[config.mk]
export PLATFORM = sky130hd
export DESIGN_NAME = lut_loader
export DESIGN_NICKNAME = d
export VERILOG_FILES = /design/src/rtl/lut_loader_pkg.sv /design/src/rtl/lut_edge_det.sv /design/src/rtl/lut_load_ctrl.sv /design/src/rtl/lut_dpram.sv /design/src/rtl/lut_loader.sv
export SDC_FILE = /design/constraint.sdc
export NUM_CORES = 2
export LEC_CHECK = 0
export BUFFER_PORTS_ARGS = -buffer_cell sky130_fd_sc_hd__clkbuf_2
export CAP_MARGIN = 30
export CORE_MARGIN = 1
export CORE_UTILIZATION = 45
export CTS_CLUSTER_DIAMETER = 150
export DETAILED_ROUTE_END_ITERATION = 8
export PLACE_DENSITY = 0.65
export SYNTH_ARGS = -nofsm -noshare
export SYNTH_HDL_FRONTEND = slang
export SYNTH_SLANG_ARGS = --single-unit
[constraint.sdc]
create_clock -name clk -period 2.6 [get_ports clk]
set_input_delay 0.52 -clock clk [delete_from_list [all_inputs] [get_ports clk]]
set_output_delay 0.52 -clock clk [all_outputs]
set_load 0.05 [all_outputs]
[src/rtl/lut_loader_pkg.sv]
package lut_loader_pkg;
  localparam int unsigned ENTRY_W = 16;
  localparam int unsigned WORD_W  = 2 * ENTRY_W;

  typedef enum logic {
    LD_SEQ    = 1'b0,
    LD_PACKED = 1'b1
  } ld_mode_e;
endpackage

[src/rtl/lut_edge_det.sv]
module lut_edge_det (
  input  logic clk,
  input  logic rst_n,
  input  logic level_i,
  output logic rise_o
);
  logic prev_q;
  logic prev_d;

  always_comb begin
    prev_d = level_i;
    rise_o = level_i & ~prev_q;
  end

  always_ff @(posedge clk or negedge rst_n) begin
    if (!rst_n) prev_q <= 1'b0;
    else        prev_q <= prev_d;
  end
endmodule

[src/rtl/lut_load_ctrl.sv]
module lut_load_ctrl
  import lut_loader_pkg::*;
#(
  parameter int unsigned ADDR_W = 8,
  parameter int unsigned LEN_W  = ADDR_W + 1
) (
  input  logic              clk,
  input  logic              rst_n,
  input  logic              start_i,
  input  ld_mode_e          mode_i,
  input  logic [ADDR_W-1:0] start_addr_i,
  input  logic [LEN_W-1:0]  len_i,
  input  logic [WORD_W-1:0] word_i,
  input  logic              valid_i,
  output logic              pop_o,
  output logic              busy_o,
  output logic              done_o,
  output logic              we_o,
  output logic [ADDR_W-1:0] waddr_o,
  output logic [ENTRY_W-1:0] wdata_o,
  output logic [ADDR_W-1:0] seq_addr_o,
  output logic [LEN_W-1:0]  cnt_o
);
  logic              busy_q, busy_d;
  logic              done_q, done_d;
  logic [ADDR_W-1:0] addr_q, addr_d;
  logic [LEN_W-1:0]  cnt_q,  cnt_d;
  logic [LEN_W-1:0]  cnt_inc;
  logic              accept;

  always_comb begin
    pop_o   = busy_q & ~start_i;
    accept  = pop_o & valid_i;
    cnt_inc = cnt_q + 1'b1;
    busy_d  = busy_q;
    done_d  = 1'b0;
    addr_d  = addr_q;
    cnt_d   = cnt_q;
    if (start_i) begin
      addr_d = start_addr_i;
      cnt_d  = '0;
      if (len_i == '0) begin
        busy_d = 1'b0;
        done_d = 1'b1;
      end else begin
        busy_d = 1'b1;
      end
    end else if (accept) begin
      cnt_d = cnt_inc;
      if (mode_i == LD_SEQ) addr_d = addr_q + 1'b1;
      if (cnt_inc == len_i) begin
        busy_d = 1'b0;
        done_d = 1'b1;
        addr_d = start_addr_i;
      end
    end
  end

  always_comb begin
    we_o    = accept;
    wdata_o = word_i[ENTRY_W-1:0];
    if (mode_i == LD_PACKED) waddr_o = word_i[ENTRY_W +: ADDR_W];
    else                     waddr_o = addr_q;
  end

  always_ff @(posedge clk or negedge rst_n) begin
    if (!rst_n) begin
      busy_q <= 1'b0;
      done_q <= 1'b0;
      addr_q <= '0;
      cnt_q  <= '0;
    end else begin
      busy_q <= busy_d;
      done_q <= done_d;
      addr_q <= addr_d;
      cnt_q  <= cnt_d;
    end
  end

  assign busy_o     = busy_q;
  assign done_o     = done_q;
  assign seq_addr_o = addr_q;
  assign cnt_o      = cnt_q;
endmodule

[src/rtl/lut_dpram.sv]
module lut_dpram #(
  parameter int unsigned ADDR_W = 8,
  parameter int unsigned DATA_W = 16,
  localparam int unsigned DEPTH = 1 << ADDR_W
) (
  input  logic              clk,
  input  logic              we_i,
  input  logic [ADDR_W-1:0] waddr_i,
  input  logic [DATA_W-1:0] wdata_i,
  input  logic [ADDR_W-1:0] raddr_i,
  output logic [DATA_W-1:0] rdata_o
);
  logic [DATA_W-1:0] mem [DEPTH];
  logic [DATA_W-1:0] rdata_q;

  always_ff @(posedge clk) begin
    if (we_i) mem[waddr_i] <= wdata_i;
  end

  always_ff @(posedge clk) begin
    rdata_q <= mem[raddr_i];
  end

  assign rdata_o = rdata_q;
endmodule

[src/rtl/lut_loader.sv]
module lut_loader
  import lut_loader_pkg::*;
#(
  parameter int unsigned ADDR_W = 8,
  localparam int unsigned LEN_W = ADDR_W + 1
) (
  input  logic               clk,
  input  logic               rst_n,
  input  logic               packed_mode_i,
  input  logic               update_i,
  input  logic [ADDR_W-1:0]  start_addr_i,
  input  logic [LEN_W-1:0]   load_len_i,
  input  logic [WORD_W-1:0]  fifo_data_i,
  input  logic               fifo_valid_i,
  output logic               fifo_pop_o,
  output logic               busy_o,
  output logic               done_o,
  input  logic [ADDR_W-1:0]  rd_addr_i,
  output logic [ENTRY_W-1:0] rd_data_o
);
  logic               upd_rise;
  logic               wr_en;
  logic [ADDR_W-1:0]  wr_addr;
  logic [ENTRY_W-1:0] wr_data;
  logic [ADDR_W-1:0]  seq_addr;
  logic [LEN_W-1:0]   word_cnt;
  ld_mode_e           mode;

  assign mode = packed_mode_i ? LD_PACKED : LD_SEQ;

  lut_edge_det u_edge (
    .clk    (clk),
    .rst_n  (rst_n),
    .level_i(update_i),
    .rise_o (upd_rise)
  );

  lut_load_ctrl #(.ADDR_W(ADDR_W), .LEN_W(LEN_W)) u_ctrl (
    .clk         (clk),
    .rst_n       (rst_n),
    .start_i     (upd_rise),
    .mode_i      (mode),
    .start_addr_i(start_addr_i),
    .len_i       (load_len_i),
    .word_i      (fifo_data_i),
    .valid_i     (fifo_valid_i),
    .pop_o       (fifo_pop_o),
    .busy_o      (busy_o),
    .done_o      (done_o),
    .we_o        (wr_en),
    .waddr_o     (wr_addr),
    .wdata_o     (wr_data),
    .seq_addr_o  (seq_addr),
    .cnt_o       (word_cnt)
  );

  lut_dpram #(.ADDR_W(ADDR_W), .DATA_W(ENTRY_W)) u_mem (
    .clk    (clk),
    .we_i   (wr_en),
    .waddr_i(wr_addr),
    .wdata_i(wr_data),
    .raddr_i(rd_addr_i),
    .rdata_o(rd_data_o)
  );
endmodule

# ---- Yosys cells after proc, flatten, opt, wreduce, memory -nomap -nowiden
# Memory sizes are Yosys's and may differ from the RTL's. A register that Yosys moved wholly into a read port is not among the register bits.
# Cells that the tools add are included.
# W data, S select, Z words.
dict set report totals {
  ff_bits 20
  ram_bits 4096
  inputBits 62
  out_inout_bits 19
  word_cells 38
  mem_count 1
}
dict set report op_classes {
  n_addsub 2
  n_eq_ne 2
  n_mux 18
  bitwise_logic 5
  n_reduce_logical 5
}
# memory depth word_bits rd rd_ports_with_merged_regs write_ports line_no
set mem_list {}
lappend mem_list {u_mem.mem 256 16 1 1 1 lut_dpram.sv:13} ;# logic [DATA_W-1:0] mem [DEPTH];
# op n
set op_table {}
lappend op_table {{$mux W8} 5}
lappend op_table {{$mux W9} 2}
lappend op_table {{$mux W1} 11}
lappend op_table {{$add A9 B1 Y9 const B} 1}
lappend op_table {{$eq A9 B9 Y1} 1}
lappend op_table {{$logic_not A9 Y1} 1}
lappend op_table {{$add A8 B1 Y8 const B} 1}
lappend op_table {{$reduce_and A2 Y1} 2}
lappend op_table {{$reduce_bool A2 Y1} 2}
lappend op_table {{$and A1 B1 Y1} 3}
lappend op_table {{$ne A3 B2 Y1 const B} 1}
lappend op_table {{$not A1 Y1} 2}

# ---- Logic depth before layout (Yosys ltp)
dict set report depth {
  depth_word 7
  mapped_depth 12
  mapped_depth_nobuf 8
}

# ---- Modules after synthesis
# A second synthesis with hierarchy kept.
dict set report hier_totals {
  cells_unflattened 7564
  hier_area_um2 160473.9
}
# module instances cells_per_inst area_per_inst_um2 seq_area_each_um2
set modules_own_cells {}
lappend modules_own_cells {lut_dpram 1 7360 158714.7 123318.3}
lappend modules_own_cells {lut_load_ctrl 1 202 1720.4 475.5}
lappend modules_own_cells {lut_edge_det 1 2 38.8 25.0}

# ---- Worst setup path after synthesis
# OpenSTA, ideal clock, no wires.
dict set report synth_path {
  path_kind {register -> register}
  from {register u_ctrl.busy_q (netlist: u_ctrl.busy_o)}
  to {memory u_mem.mem[199][0], enable pin}
  t_arrival_ns 2.559
  required_time_ns 2.212
  slack_ns -0.348
  path_stages_with_launch 8
  path_cell_list {dfrtp_1 > and2_1 > clkbuf_1 > nand2_1 > a21oi_1 > nand2_1 > clkbuf_1 > nor2_1}
}
dict set report synth_between {
  elab_chain_cells 4
}
# element line_no
set synth_lines {}
lappend synth_lines {{start: declaration} lut_load_ctrl.sv:24} ;# logic busy_q, busy_d;
lappend synth_lines {{start signal: assignment} lut_load_ctrl.sv:73} ;# busy_q <= busy_d;
lappend synth_lines {{$and A1 B1 Y1} lut_load_ctrl.sv:32} ;# pop_o = busy_q & ~start_i;
lappend synth_lines {{$and A1 B1 Y1} lut_load_ctrl.sv:33} ;# accept = pop_o & valid_i;
lappend synth_lines {{$mux W1} lut_dpram.sv:17} ;# if (we_i) mem[waddr_i] <= wdata_i;
lappend synth_lines {{$mux W1 (implied by the code)} lut_dpram.sv:17}
lappend synth_lines {{end: declaration} lut_dpram.sv:13}
# Every way passes these cells.

==> results.yml <==
sta:
  hold_viol: 0
  period_needed_ps: 2710
  worst_pin_slew_ps: 821
  fin_setup_tns_ps: -271
  finalSetupViolCount: 5
  slew-limit-headroom_pct: 44.7
  slew_viol_final: 0
  fmax_mhz: 369
  period_share_pct: 104
  rsz0062_at_grt: "true"
  finClkSkew_ps: 57.4
  timing.hold.ws_ps: 47.7
  timing.final.ws_setup_ps: -108
outcome:
  outcome: "finished with violations"
  violations: "design-rule violations, negative setup slack"
die:
  core_um2: 356000
  die_h_um: 600
  num_io_pins: 81
  start_util_pct: 45.2
  die_w_um: 600
  rows: 219
  die_area_um2: 360000
pwr:
  p_leak_nw: 63.0
  sw_frac_of_total_pct: 21.9
  clockPowerShare_pct: 40.8
  power_frac_seq_pct: 52.6
  peakVddDrop_v: 0.000655
  switching_power_mw: 30.7
  powerDensity_nw_per_um2: 727
  totalPowerFinal_mw: 140
  p_comb_share_pct: 6.6
  internal_power_mw: 109
setup_path:
  cp-end-kind: "flip-flop"
  critPathArrivalTime_ps: 3600
  criticalPathCategory: "input pin to flip-flop"
  cp.required_ps: 3490
  cp-start-kind: "input pin"
  crit_path_max_fanout: 11
detailed_routing:
  routed_wl_mm: 446
  detail_route.first_pass.iterations: 8
  routedWlPerCell_um: 31.9
  drc: 4
  vias: 84900
  viasPerCell: 6.07
  detail-route-antenna-nets: 0
  drt_iter0_drc: 11500
yosys:
  syn-cell-area_um2: 161000
  synth.largest_area_cell: "edfxtp_1"
  ys_warn_count: 0
  synth_fp_nets: 7601
  synth_area_leaders: "edfxtp_1 76%, mux4_2 12%, mux2i_1 2.9%"
  async_flop_share_pct: 0.484
  ys_ff_latch: 4132
  avgSynthCellArea_um2: 21.3
  seq_area_frac_synth_pct: 77.0
  synth-edff-count: 4096
  ys_types: 85
  synthFlopType: "edfxtp_1"
  synth.top_cell.area_share_pct: 76.5
  synthCells: 7537
place:
  globalplace.congestion: 0.976
  dp.cells: 13200
  placed_area_um2: 179000
  io_buffer_count: 72
  place_ws_ps: -1800
  hpwl_mm: 288
global_route:
  grt_antenna_before_repair: 23
  grt_pass1_vias: 84200
  track_usage_pct: 24.6
  grt_max_degree: 101
  grt-ovfl-total: 0
  grt_pass1_wl_mm: 630
clocking:
  cts_max_level: 5
  cts_buffers: 395
  insertion_delay_ps: 970
  cts_tree: "done"
  cts.sinks: 4132
  cts.reportedPaths.clkPinSlew_ps: 60
  cts.path.max_buffers: 4
  cts-root-buf: "clkbuf_16"
final_layout:
  fin_area_um2: 192000
  fin_nets: 8970
  layout-drive-gt1-share_pct: 32.2
  instances_no_fill: 14000
  fillers: 26800
  syn_to_final_growth_pct: 19.6
  fin_util_pct: 54.1
min_path:
  min_path_type: "input pin to flip-flop"
run:
  maxCapViolCount: 0
[cell type report]
type	count	area, µm²	share of cell area (%)
inverter	18	77.6	0.0403
antenna	6	15.0	0.00780
timing repair buffer	1419	15400	8.01
multi-input combinational	2940	34400	17.9
clock inverter	237	2390	1.24
sequential	4132	124000	64.3
clock buffer	482	10400	5.39
tap	4751	5940	3.09
[cells in the mapped netlist, drive strengths merged, types with 38 or more instances]
| master | number |
|---|---|
| a211oi | 48 |
| o221ai | 121 |
| a21oi | 160 |
| nor3 | 110 |
| nand2 | 195 |
| o21ai | 57 |
| mux4 | 901 |
| nor4 | 38 |
| mux2i | 464 |
| a22oi | 51 |
| nand3 | 61 |
| o22ai | 149 |
| buf | 266 |
| edfxtp | 4096 |
| nor2 | 382 |
| clkbuf | 179 |
[power by group through the flow]
stage | Clock [mW] | Combinational, mW | Sequential, mW
3_3_place_gp | 0 | 8.86 | 75.0
4_1_cts | 57.7 | 9.15 | 73.6
2_1_floorplan | 0 | 3.96 | 75.1
6_report | 57.1 | 9.24 | 73.6
3_5_place_dp | 0 | 9.01 | 75.0
5_1_grt | 60.1 | 9.58 | 73.6
[worst max-delay path, stage by stage]
cell and delay, ps:
buf_16 140, buf_12 210, buf_12 150, buf_12 140
buf_4 140, mux4_2 380, or3_4 140, o31a_1 250
nand4_1 510, nor4_4 560, clkbuf_16 210, and3_1 130
[flip-flops by register name (all words and copies together), names as in the netlist]
name / count
u_mem.rdata_o: 16
u_ctrl.cnt_o: 9
u_ctrl.busy_o: 1
u_ctrl.seq_addr_o: 8
u_edge.prev_q: 1
u_mem.mem: 4096
u_ctrl.done_o: 1
[placed cells by master, fill, tap and decap left out, types with 16 or more instances in the layout]
| cell type | Yosys | layout |
|---|---|---|
| mux2i_1 | 464 | 464 |
| nor2_1 | 380 | 340 |
| mux4_1 | 30 | 28 |
| edfxtp_1 | 4096 | 4096 |
| clkinv_1 | 0 | 87 |
| a21oi_1 | 160 | 158 |
| o32ai_1 | 30 | 30 |
| nor3_1 | 110 | 107 |
| bufinv_16 | 0 | 39 |
| mux4_2 | 871 | 873 |
| o21ai_0 | 57 | 57 |
| nor2_2 | 2 | 28 |
| a22oi_1 | 51 | 42 |
| buf_8 | 34 | 19 |
| clkbuf_1 | 160 | 76 |
| o221ai_1 | 118 | 114 |
| clkbuf_16 | 0 | 400 |
| nor4_1 | 36 | 26 |
| buf_12 | 18 | 361 |
| clkbuf_2 | 0 | 50 |
| nand2_2 | 0 | 16 |
| clkinv_2 | 0 | 75 |
| dlygate4sd3_1 | 1 | 21 |
| buf_4 | 34 | 950 |
| nand3_1 | 59 | 51 |
| dfrtp_1 | 20 | 16 |
| a211oi_1 | 48 | 43 |
| nand2_1 | 195 | 178 |
| o22ai_1 | 147 | 146 |
[worst paths after layout]
kind / start / end / slack, ps / depth (start not counted)
max: rd_addr_i[0] / u_mem.rdata_o[13] / -110 / 12
max reg2reg: u_mem.mem[230][13] / u_mem.rdata_o[13] / -20 / 9
min: fifo_data_i[9] / u_mem.mem[98][9] / 50 / 1
min in group asynchronous: rst_n / u_ctrl.done_o / 140 / 2
max in group asynchronous: rst_n / u_ctrl.busy_o / 1960 / 2
min reg2reg: u_ctrl.seq_addr_o[6] / u_ctrl.seq_addr_o[6] / 570 / 1
[metal layers]
metal	up-vias	routed length, µm	GRT usage, %
met4	12	19700	9.37
li1	34500	-	-
met5	-	71	0
met2	4649	208000	38.3
met1	44900	174000	34.8
met3	794	43600	4.54
[cell families after synthesis]
group | synth area share [%]
mux | 15.6
simple gates | 2.38
fa+ha+maj | 0.0156
xor+xnor | 0.0871
buf+inv | 1.97
compound gates | 2.93
flops | 77.0
[timing repair]
| action | CTS | global route |
|---|---|---|
| buffers inserted | 1 | 14 |
| hold buffers | 21 | 0 |
| setup endpoints to repair | 16 | 16 |
| resized for setup | 51 | 26 |
| hold endpoints to repair | 267 | 0 |
| gates cloned | 2 | 0 |
| pin swaps | 7 | 9 |
(Power assumes the default switching activity.)
